==> src/rtl/ninc_pkg.sv <==
package ninc_pkg;

    typedef enum logic [2:0] {
        OP_LOAD    = 3'd0,
        OP_STORE   = 3'd1,
        OP_WB      = 3'd2,
        OP_INV     = 3'd3,
        OP_WB_ALL  = 3'd4,
        OP_INV_ALL = 3'd5,
        OP_RSV6    = 3'd6,
        OP_RSV7    = 3'd7
    } op_e;

    typedef enum logic [2:0] {
        ST_IDLE,
        ST_EVICT,
        ST_REFILL,
        ST_FLUSH,
        ST_WALK
    } state_e;

endpackage

==> src/rtl/ninc_line_store.sv <==
module ninc_line_store #(
    parameter int SETS       = 8,
    parameter int LINE_BYTES = 4,
    parameter int TAG_W      = 7,
    parameter int IDX_W      = $clog2(SETS),
    parameter int LINE_W     = LINE_BYTES * 8
) (
    input  logic                  clk,
    input  logic                  rst_n,
    input  logic [IDX_W-1:0]      rd_idx,
    output logic                  rd_valid,
    output logic [TAG_W-1:0]      rd_tag,
    output logic [LINE_W-1:0]     rd_data,
    output logic [LINE_BYTES-1:0] rd_dirty,
    input  logic                  wr_en,
    input  logic [IDX_W-1:0]      wr_idx,
    input  logic                  wr_valid,
    input  logic [TAG_W-1:0]      wr_tag,
    input  logic [LINE_W-1:0]     wr_data,
    input  logic [LINE_BYTES-1:0] wr_dirty
);

    logic                  valid_q [SETS];
    logic [TAG_W-1:0]      tag_q   [SETS];
    logic [LINE_W-1:0]     data_q  [SETS];
    logic [LINE_BYTES-1:0] dirty_q [SETS];

    always_ff @(posedge clk or negedge rst_n) begin
        if (!rst_n) begin
            for (int s = 0; s < SETS; s++) begin
                valid_q[s] <= 1'b0;
                tag_q[s]   <= '0;
                data_q[s]  <= '0;
                dirty_q[s] <= '0;
            end
        end else if (wr_en) begin
            valid_q[wr_idx] <= wr_valid;
            tag_q[wr_idx]   <= wr_tag;
            data_q[wr_idx]  <= wr_data;
            dirty_q[wr_idx] <= wr_dirty;
        end
    end

    assign rd_valid = valid_q[rd_idx];
    assign rd_tag   = tag_q[rd_idx];
    assign rd_data  = data_q[rd_idx];
    assign rd_dirty = dirty_q[rd_idx];

endmodule

==> src/rtl/ninc_byte_merge.sv <==
module ninc_byte_merge #(
    parameter int LINE_BYTES = 4,
    parameter int OFF_W      = $clog2(LINE_BYTES),
    parameter int LINE_W     = LINE_BYTES * 8
) (
    input  logic [LINE_W-1:0]     in_data,
    input  logic [LINE_BYTES-1:0] in_dirty,
    input  logic [OFF_W-1:0]      sel_off,
    input  logic [7:0]            new_byte,
    output logic [LINE_W-1:0]     out_data,
    output logic [LINE_BYTES-1:0] out_dirty
);

    for (genvar b = 0; b < LINE_BYTES; b++) begin : g_byte
        logic hit_b;
        assign hit_b              = (sel_off == OFF_W'(b));
        assign out_data[b*8 +: 8] = hit_b ? new_byte : in_data[b*8 +: 8];
        assign out_dirty[b]       = in_dirty[b] | hit_b;
    end

endmodule

==> src/rtl/ninc_l1_ctrl.sv <==
module ninc_l1_ctrl
    import ninc_pkg::*;
#(
    parameter int ADDR_W     = 12,
    parameter int LINE_BYTES = 4,
    parameter int SETS       = 8
) (
    input  logic                                    clk,
    input  logic                                    rst_n,
    input  logic                                    req_valid,
    output logic                                    req_ready,
    input  logic [2:0]                              req_op,
    input  logic [ADDR_W-1:0]                       req_addr,
    input  logic [7:0]                              req_wdata,
    output logic                                    rsp_valid,
    output logic [7:0]                              rsp_data,
    output logic                                    wb_valid,
    input  logic                                    wb_ready,
    output logic [ADDR_W-$clog2(LINE_BYTES)-1:0]    wb_addr,
    output logic [LINE_BYTES*8-1:0]                 wb_data,
    output logic [LINE_BYTES-1:0]                   wb_mask,
    output logic                                    rf_req,
    output logic [ADDR_W-$clog2(LINE_BYTES)-1:0]    rf_addr,
    input  logic                                    rf_resp_valid,
    input  logic [LINE_BYTES*8-1:0]                 rf_resp_data
);

    localparam int OFF_W   = $clog2(LINE_BYTES);
    localparam int IDX_W   = $clog2(SETS);
    localparam int TAG_W   = ADDR_W - OFF_W - IDX_W;
    localparam int LINE_AW = ADDR_W - OFF_W;
    localparam int LINE_W  = LINE_BYTES * 8;
    localparam logic [IDX_W-1:0] LAST_IDX = IDX_W'(SETS - 1);

    function automatic logic [7:0] pick_byte(input logic [LINE_W-1:0] d,
                                             input logic [OFF_W-1:0]  o);
        logic [7:0] r;
        r = d[7:0];
        for (int b = 0; b < LINE_BYTES; b++) begin
            if (o == OFF_W'(b)) r = d[b*8 +: 8];
        end
        return r;
    endfunction

    state_e                state_q, state_d;
    op_e                   op_q, op_d, req_op_e;
    logic [ADDR_W-1:0]     addr_q, addr_d;
    logic [7:0]            wdata_q, wdata_d;
    logic [IDX_W-1:0]      cur_idx_q, cur_idx_d;
    logic                  rsp_q, rsp_d;
    logic [7:0]            rsp_data_q, rsp_data_d;

    logic [OFF_W-1:0]      req_off, q_off;
    logic [IDX_W-1:0]      req_idx, rd_idx;
    logic [TAG_W-1:0]      req_tag, q_tag;

    logic                  rd_valid;
    logic [TAG_W-1:0]      rd_tag;
    logic [LINE_W-1:0]     rd_data;
    logic [LINE_BYTES-1:0] rd_dirty;

    logic                  st_we, st_wr_valid;
    logic [TAG_W-1:0]      st_wr_tag;
    logic [LINE_W-1:0]     st_wr_data;
    logic [LINE_BYTES-1:0] st_wr_dirty;

    logic [LINE_W-1:0]     mg_base_data, mg_data;
    logic [LINE_BYTES-1:0] mg_base_dirty, mg_dirty;
    logic [OFF_W-1:0]      mg_off;
    logic [7:0]            mg_byte;

    logic                  req_hit, line_dirty, walk_step;

    assign req_op_e  = op_e'(req_op);
    assign req_off   = req_addr[OFF_W-1:0];
    assign req_idx   = req_addr[OFF_W +: IDX_W];
    assign req_tag   = req_addr[ADDR_W-1 -: TAG_W];
    assign q_off     = addr_q[OFF_W-1:0];
    assign q_tag     = addr_q[ADDR_W-1 -: TAG_W];
    assign rd_idx    = (state_q == ST_IDLE) ? req_idx : cur_idx_q;
    assign req_hit   = rd_valid && (rd_tag == req_tag);
    assign line_dirty = rd_valid && (rd_dirty != '0);

    ninc_line_store #(
        .SETS       (SETS),
        .LINE_BYTES (LINE_BYTES),
        .TAG_W      (TAG_W),
        .IDX_W      (IDX_W),
        .LINE_W     (LINE_W)
    ) u_store (
        .clk      (clk),
        .rst_n    (rst_n),
        .rd_idx   (rd_idx),
        .rd_valid (rd_valid),
        .rd_tag   (rd_tag),
        .rd_data  (rd_data),
        .rd_dirty (rd_dirty),
        .wr_en    (st_we),
        .wr_idx   (rd_idx),
        .wr_valid (st_wr_valid),
        .wr_tag   (st_wr_tag),
        .wr_data  (st_wr_data),
        .wr_dirty (st_wr_dirty)
    );

    assign mg_base_data  = (state_q == ST_REFILL) ? rf_resp_data : rd_data;
    assign mg_base_dirty = (state_q == ST_REFILL) ? '0 : rd_dirty;
    assign mg_off        = (state_q == ST_IDLE) ? req_off : q_off;
    assign mg_byte       = (state_q == ST_IDLE) ? req_wdata : wdata_q;

    ninc_byte_merge #(
        .LINE_BYTES (LINE_BYTES),
        .OFF_W      (OFF_W),
        .LINE_W     (LINE_W)
    ) u_merge (
        .in_data   (mg_base_data),
        .in_dirty  (mg_base_dirty),
        .sel_off   (mg_off),
        .new_byte  (mg_byte),
        .out_data  (mg_data),
        .out_dirty (mg_dirty)
    );

    // State and datapath registers
    always_ff @(posedge clk or negedge rst_n) begin
        if (!rst_n) begin
            state_q    <= ST_IDLE;
            op_q       <= OP_LOAD;
            addr_q     <= '0;
            wdata_q    <= '0;
            cur_idx_q  <= '0;
            rsp_q      <= 1'b0;
            rsp_data_q <= '0;
        end else begin
            state_q    <= state_d;
            op_q       <= op_d;
            addr_q     <= addr_d;
            wdata_q    <= wdata_d;
            cur_idx_q  <= cur_idx_d;
            rsp_q      <= rsp_d;
            rsp_data_q <= rsp_data_d;
        end
    end

    // Next state, line updates and handshake outputs
    always_comb begin
        state_d     = state_q;
        op_d        = op_q;
        addr_d      = addr_q;
        wdata_d     = wdata_q;
        cur_idx_d   = cur_idx_q;
        rsp_d       = 1'b0;
        rsp_data_d  = rsp_data_q;
        req_ready   = 1'b0;
        wb_valid    = 1'b0;
        rf_req      = 1'b0;
        walk_step   = 1'b0;
        st_we       = 1'b0;
        st_wr_valid = rd_valid;
        st_wr_tag   = rd_tag;
        st_wr_data  = rd_data;
        st_wr_dirty = rd_dirty;

        unique case (state_q)
            ST_IDLE: begin
                req_ready = 1'b1;
                if (req_valid) begin
                    op_d      = req_op_e;
                    addr_d    = req_addr;
                    wdata_d   = req_wdata;
                    cur_idx_d = req_idx;
                    unique case (req_op_e)
                        OP_LOAD, OP_STORE: begin
                            if (req_hit) begin
                                rsp_d = 1'b1;
                                if (req_op_e == OP_LOAD) begin
                                    rsp_data_d = pick_byte(rd_data, req_off);
                                end else begin
                                    st_we       = 1'b1;
                                    st_wr_data  = mg_data;
                                    st_wr_dirty = mg_dirty;
                                end
                            end else if (line_dirty) begin
                                state_d = ST_EVICT;
                            end else begin
                                state_d = ST_REFILL;
                            end
                        end
                        OP_WB, OP_INV: begin
                            if (req_hit && rd_dirty != '0) begin
                                state_d = ST_FLUSH;
                            end else begin
                                rsp_d = 1'b1;
                                if (req_hit && req_op_e == OP_INV) begin
                                    st_we       = 1'b1;
                                    st_wr_valid = 1'b0;
                                end
                            end
                        end
                        OP_WB_ALL, OP_INV_ALL: begin
                            cur_idx_d = '0;
                            state_d   = ST_WALK;
                        end
                        default: rsp_d = 1'b1;
                    endcase
                end
            end
            ST_EVICT: begin
                wb_valid = 1'b1;
                if (wb_ready) begin
                    st_we       = 1'b1;
                    st_wr_valid = 1'b0;
                    st_wr_dirty = '0;
                    state_d     = ST_REFILL;
                end
            end
            ST_REFILL: begin
                rf_req = 1'b1;
                if (rf_resp_valid) begin
                    st_we       = 1'b1;
                    st_wr_valid = 1'b1;
                    st_wr_tag   = q_tag;
                    if (op_q == OP_STORE) begin
                        st_wr_data  = mg_data;
                        st_wr_dirty = mg_dirty;
                    end else begin
                        st_wr_data  = rf_resp_data;
                        st_wr_dirty = '0;
                        rsp_data_d  = pick_byte(rf_resp_data, q_off);
                    end
                    rsp_d   = 1'b1;
                    state_d = ST_IDLE;
                end
            end
            ST_FLUSH: begin
                wb_valid = 1'b1;
                if (wb_ready) begin
                    st_we       = 1'b1;
                    st_wr_dirty = '0;
                    st_wr_valid = (op_q != OP_INV);
                    rsp_d       = 1'b1;
                    state_d     = ST_IDLE;
                end
            end
            ST_WALK: begin
                if (line_dirty) begin
                    wb_valid  = 1'b1;
                    walk_step = wb_ready;
                    if (wb_ready) begin
                        st_we       = 1'b1;
                        st_wr_dirty = '0;
                        st_wr_valid = (op_q != OP_INV_ALL);
                    end
                end else begin
                    walk_step = 1'b1;
                    if (op_q == OP_INV_ALL) begin
                        st_we       = 1'b1;
                        st_wr_valid = 1'b0;
                        st_wr_dirty = '0;
                    end
                end
                if (walk_step) begin
                    if (cur_idx_q == LAST_IDX) begin
                        rsp_d   = 1'b1;
                        state_d = ST_IDLE;
                    end else begin
                        cur_idx_d = cur_idx_q + IDX_W'(1);
                    end
                end
            end
            default: state_d = ST_IDLE;
        endcase
    end

    assign wb_addr   = {rd_tag, cur_idx_q};
    assign wb_data   = rd_data;
    assign wb_mask   = rd_dirty;
    assign rf_addr   = addr_q[ADDR_W-1:OFF_W];
    assign rsp_valid = rsp_q;
    assign rsp_data  = rsp_data_q;

    // the core port stalls while a downstream write is pending
    p_stall_on_write_r11: assert property (@(posedge clk) disable iff (!rst_n)
        wb_valid |-> !req_ready);

    // a stalled downstream write keeps its contents
    p_write_hold_r11: assert property (@(posedge clk) disable iff (!rst_n)
        (wb_valid && !wb_ready) |=> (wb_valid && $stable(wb_addr) &&
                                     $stable(wb_mask) && $stable(wb_data)));

    // only lines with modified bytes are ever written downstream
    p_mask_nonempty_r5: assert property (@(posedge clk) disable iff (!rst_n)
        wb_valid |-> (wb_mask != '0));

    // victim writeback and refill never overlap
    p_no_overlap_r10: assert property (@(posedge clk) disable iff (!rst_n)
        !(wb_valid && rf_req));

    // refill data completes the request in the next cycle
    p_refill_done_r3: assert property (@(posedge clk) disable iff (!rst_n)
        (rf_req && rf_resp_valid) |=> (rsp_valid && !rf_req));

    // a completion pulse lasts one cycle unless a new request was accepted
    p_rsp_pulse_r2: assert property (@(posedge clk) disable iff (!rst_n)
        (rsp_valid && !(req_valid && req_ready)) |=> !rsp_valid);

endmodule

==> config.mk <==
export PLATFORM = sky130hd
export DESIGN_NAME = ninc_l1_ctrl
export DESIGN_NICKNAME = d
export VERILOG_FILES = /design/src/rtl/ninc_pkg.sv /design/src/rtl/ninc_line_store.sv /design/src/rtl/ninc_byte_merge.sv /design/src/rtl/ninc_l1_ctrl.sv
export SDC_FILE = /design/constraint.sdc
export NUM_CORES = 1
export LEC_CHECK = 0
export ABC_AREA = 1
export BUFFER_PORTS_ARGS = -buffer_cell sky130_fd_sc_hd__buf_2
export CAP_MARGIN = 20
export CORE_UTILIZATION = 45
export CTS_CLUSTER_SIZE = 25
export DETAILED_ROUTE_END_ITERATION = 8
export GPL_TIMING_DRIVEN = 0
export PLACE_DENSITY = 0.64
export SYNTH_ARGS = -nofsm -noshare
export SYNTH_HDL_FRONTEND = slang
export SYNTH_HIERARCHICAL = 1
export SYNTH_SLANG_ARGS = --single-unit
==> constraint.sdc <==
create_clock -name clk -period 4.4 [get_ports clk]
set_input_delay 0.88 -clock clk [delete_from_list [all_inputs] [get_ports clk]]
set_output_delay 0.88 -clock clk [all_outputs]
set_load 0.01 [all_outputs]
==> summary.md <==
| Metric | Value |
|---|---|
| Setup_tns | 0 ps |
| Number of maximum-capacitance constraint violations | 0 |
| TritonCTS clock tree | done |
| Antenna violation net count after detailed routing | 0 |
| PortBufs | between 100 and 150 |
| Worst path max stage delay | 460 ps |
| WL/cell | 19.6 um |
| Result of the run | finished, final reports clean |
| Biggest area consumer among synthesized cells | sky130_fd_sc_hd__dfrtp_1 |
| Sequential-to-total area share from yosys stat | about 42% |
| Global-route wire length before repair | 130 mm |
| Count of final setup violators | 0 |
| Nets | 3751 |
| Register-to-register setup slack | 130 ps |
| Crit path DAT | 3470 ps |
| Number of nets produced by synthesis | 3536 |
| Post-Synthesis Mean Instance Area | roughly 6.6 sq um |
| Design Area, Final | ~0.028 sq mm |
| Main area contributors after synthesis | sky130_fd_sc_hd__dfrtp_1 (42%), sky130_fd_sc_hd__nand2_1 (20%), sky130_fd_sc_hd__o21ai_0 (11%), sky130_fd_sc_hd__inv_1 (9.7%), sky130_fd_sc_hd__nand3_1 (6.9%) |
| Power density over cell area | 941 mW/mm^2 |
| Post-Place Setup Slack | -2300 ps |
| Number of optimization iterations in the first detailed-route pass | 5 |
| Synth-to-Final Area Change | 19.5% |
| Largest delay contributor family on the critical path | buffers and inverters |
| Post-place instance area | 0.0246 sq mm |
| Synth Register Bits | 390 |
| Fillcell total | between 5000 and 6000 |
| Initial core utilization | 45.8% |
| Via Count | 23500 |
| Leakage | 14.4 nW |
| Number of standard cells after synthesis | 3470 |
| Share of the clock period used by the worst path | between 90 and 100% |
| Transition time at the pin with the least slew margin | 1310 ps |
| Tightest Hold Check Type | in2async |
| Prevailing post-synth register cell | sky130_fd_sc_hd__dfrtp_1 |
| Type of the worst setup path | reg2out |
| Total met3 wirelength after detailed routing | about 7 mm |
| Number of vias per cell | 5.35 |
| Worst reg2reg endpoint | u_store/valid_q[1] |
| Critical path startpoint category | register |
| Top cell type's share of synthesized area | 42.4% |
| Number of flops mapped to enable cells by yosys | 0 |
| Post-layout worst setup margin | 55.0 ps |
| Met2 wirelength from detailed routing | 38.4 mm |
| Logic depth of the worst register-to-register path | 29 |
| Worst-Skew Late Latency | 590 ps |
| CP max stage cell | sky130_fd_sc_hd__clkbuf_1 |
| 1st-iter DRT viols | 2504 |
| Highest routing layer actually used | met4 |
| Setup Skew | 24.9 ps |
| Floorplan row count | 82 |
| Cell count after placement | 4270 |
| Final standard cell utilization of the core | 54.7% |
| Most instantiated library cell after synthesis | sky130_fd_sc_hd__nand2_1 |
| Hold-fix buffers, CTS | 0 |
| Instance count on the critical path | 14 |
| Peak supply drop | 0.000536 V |
| Clock slew at the register clock pins of the worst setup and hold paths | 60 ps |
| Synth Cell Area | 0.0230 sq mm |
| Post-layout min period | 4350 ps |
| Number of sinks handled by clock tree synthesis | 390 |
| Total routing resource utilization after global routing | 32.6% |
| Max frequency | 0.230 GHz |
| Data required, critical path | 3520 ps |
| Num CTS Buffers | 44 |
| Maximum buffer depth of the clock tree | 3 |
| Final RePlAce weighted congestion | 1.01 |
| Worst-path fanout max | 10 |
| Half-perimeter wire length after detailed placement | about 63 mm |
| Remaining routing DRC violations | 0 |
| Post-route insts no fill | 4391 |
| Overall power of the completed layout | 25.9 mW |
| FF-to-FF Start | state_q[0] |
| Maximum number of pins on one net before global-route repair | 107 |
| Width of the chip | 228 um |
| Root buf cell | sky130_fd_sc_hd__clkbuf_16 |
| Metal-1 WL | 37.7 mm |
| Count of buffering cells on the critical path with inverters included | 6 |
| CTS H-tree depth | 2 |
| Number of distinct library cells after synthesis | 40 |
| Cell seen most often among critical-path stages | sky130_fd_sc_hd__nand2_1 |
| Number of global-route vias before repair | 21700 |
| Async set-or-reset flop fraction in the synthesized netlist | 100% |
| Post-detailed-routing wire length | 86.3 mm |
| Number of antenna violations at the first check in global routing | 1 |
| Hold Vio Cnt, Final | 0 |
| Kind of capture point of the worst setup path | output port |
| Fraction of layout instances using a drive strength above 1 | 13.9% |
| Tightest hold margin | between 200 and 300 ps |
| Die Ht | between 200 and 250 um |
| Relative slew slack | 12.0% |
| Count of warnings emitted by yosys | 6 |
| Die Area | 0.0521 sq mm |
| Final count of pins violating max slew | 0 |
| Most used standard cells in the synthesized netlist | sky130_fd_sc_hd__nand2_1 (1253), sky130_fd_sc_hd__inv_1 (594), sky130_fd_sc_hd__o21ai_0 (519) |
| Core region area | about 0.05 sq mm |
| Aggregate global routing overflow | 0 |
| CP cell instances | nor2_4 > nand2_2 > buf_6 > clkbuf_16 > o21ai_4 > buf_12 > clkbuf_16 > clkbuf_1 > nand2_1 > nand3_1 > nand2_1 > nand2_1 > nand2_1 > buf_2 |
| IO Pins | 128 |
==> worst register-to-register path: cells and delay by family, from the launching register on <==
family / cells / cell delay, ps
AOI/OAI and AO/OA: 2 / 170
xor gates and xnor gates: 1 / 160
buffers and inverters: 10 / 1470
DFF: 1 / 410
and+or+nand+nor: 16 / 1900
==> timing repair <==
item | CTS | global route
gates cloned | 0 | 3
resized for setup | 213 | 196
endpoints found under the setup margin | 411 | 365
pin swaps | 11 | 30
buffers inserted | 21 | 18
==> layout make-up <==
class                      instances  area, sq um  share of cell area (%)
multi-input combinational       2266        10300                    37.4
timing repair buffer             171         1120                    4.08
clock buffer                      63         1280                    4.67
inverter                         606         2300                    8.35
antenna                            1         2.50                 0.00910
tap                              672          841                    3.06
sequential                       390         9760                    35.5
buffer                           206         1750                    6.37
clock inverter                    16          174                   0.632
==> power breakdown <==
group | total, mW | internal (mW) | leakage [nW] | switching (mW)
logic | 16.5 | 5.00 | 8.57 | 11.5
clock network | 3.79 | 2.21 | 0.714 | 1.58
registers | 5.62 | 4.94 | 5.09 | 0.683
==> sequential cells by signal (all words and copies together), names as in the netlist <==
register,flops
u_store/dirty_q,32
u_store/tag_q,56
rsp_data,8
addr_q,12
u_store/valid_q,8
rsp_valid,1
state_q,3
op_q,3
u_store/data_q,256
cur_idx_q,3
wdata_q,8
==> routing by layer <==
metal,global-route usage (%),vias up
met4,12.3,0
met1,46.2,11300
met2,49.6,938
li1,-,11100
met3,5.99,152
met5,0,-
==> layout by cell type, fill, tap and decap left out, types with 36 or more instances in the layout <==
cell and n:
sky130_fd_sc_hd__o21ai_1 39, sky130_fd_sc_hd__a21oi_1 47, sky130_fd_sc_hd__buf_2 156, sky130_fd_sc_hd__clkbuf_16 51, sky130_fd_sc_hd__o21ai_0 507, sky130_fd_sc_hd__buf_4 59, sky130_fd_sc_hd__nand3_1 313, sky130_fd_sc_hd__nand2_1 1211
sky130_fd_sc_hd__clkbuf_2 46, sky130_fd_sc_hd__clkbuf_1 36, sky130_fd_sc_hd__inv_1 587, sky130_fd_sc_hd__dfrtp_1 390
==> kinds of logic after synthesis <==
logic type | Yosys count | share of synthesized area (%)
simple gates | 1641 | 29.1
buf+inv | 814 | 14.5
compound gates | 618 | 13.6
flops | 390 | 42.4
fa+ha+maj | 6 | 0.326
xor+xnor | 1 | 0.0380
==> worst max-delay path by stage <==
stage / to / start / slack [ps]
6_report: wb_data[27] / state_q[0] / 50
5_1_grt: wb_valid / state_q[0] / -20
4_1_cts: u_store/tag_q[7] / state_q[2] / 20
3_5_place_dp: u_store/data_q[212] / state_q[0] / -2300
3_3_place_gp: addr_q[7] / rst_n / -5590
2_1_floorplan: u_store/data_q[217] / state_q[0] / 180
No activity file was read; power rests on OpenSTA's default activity.
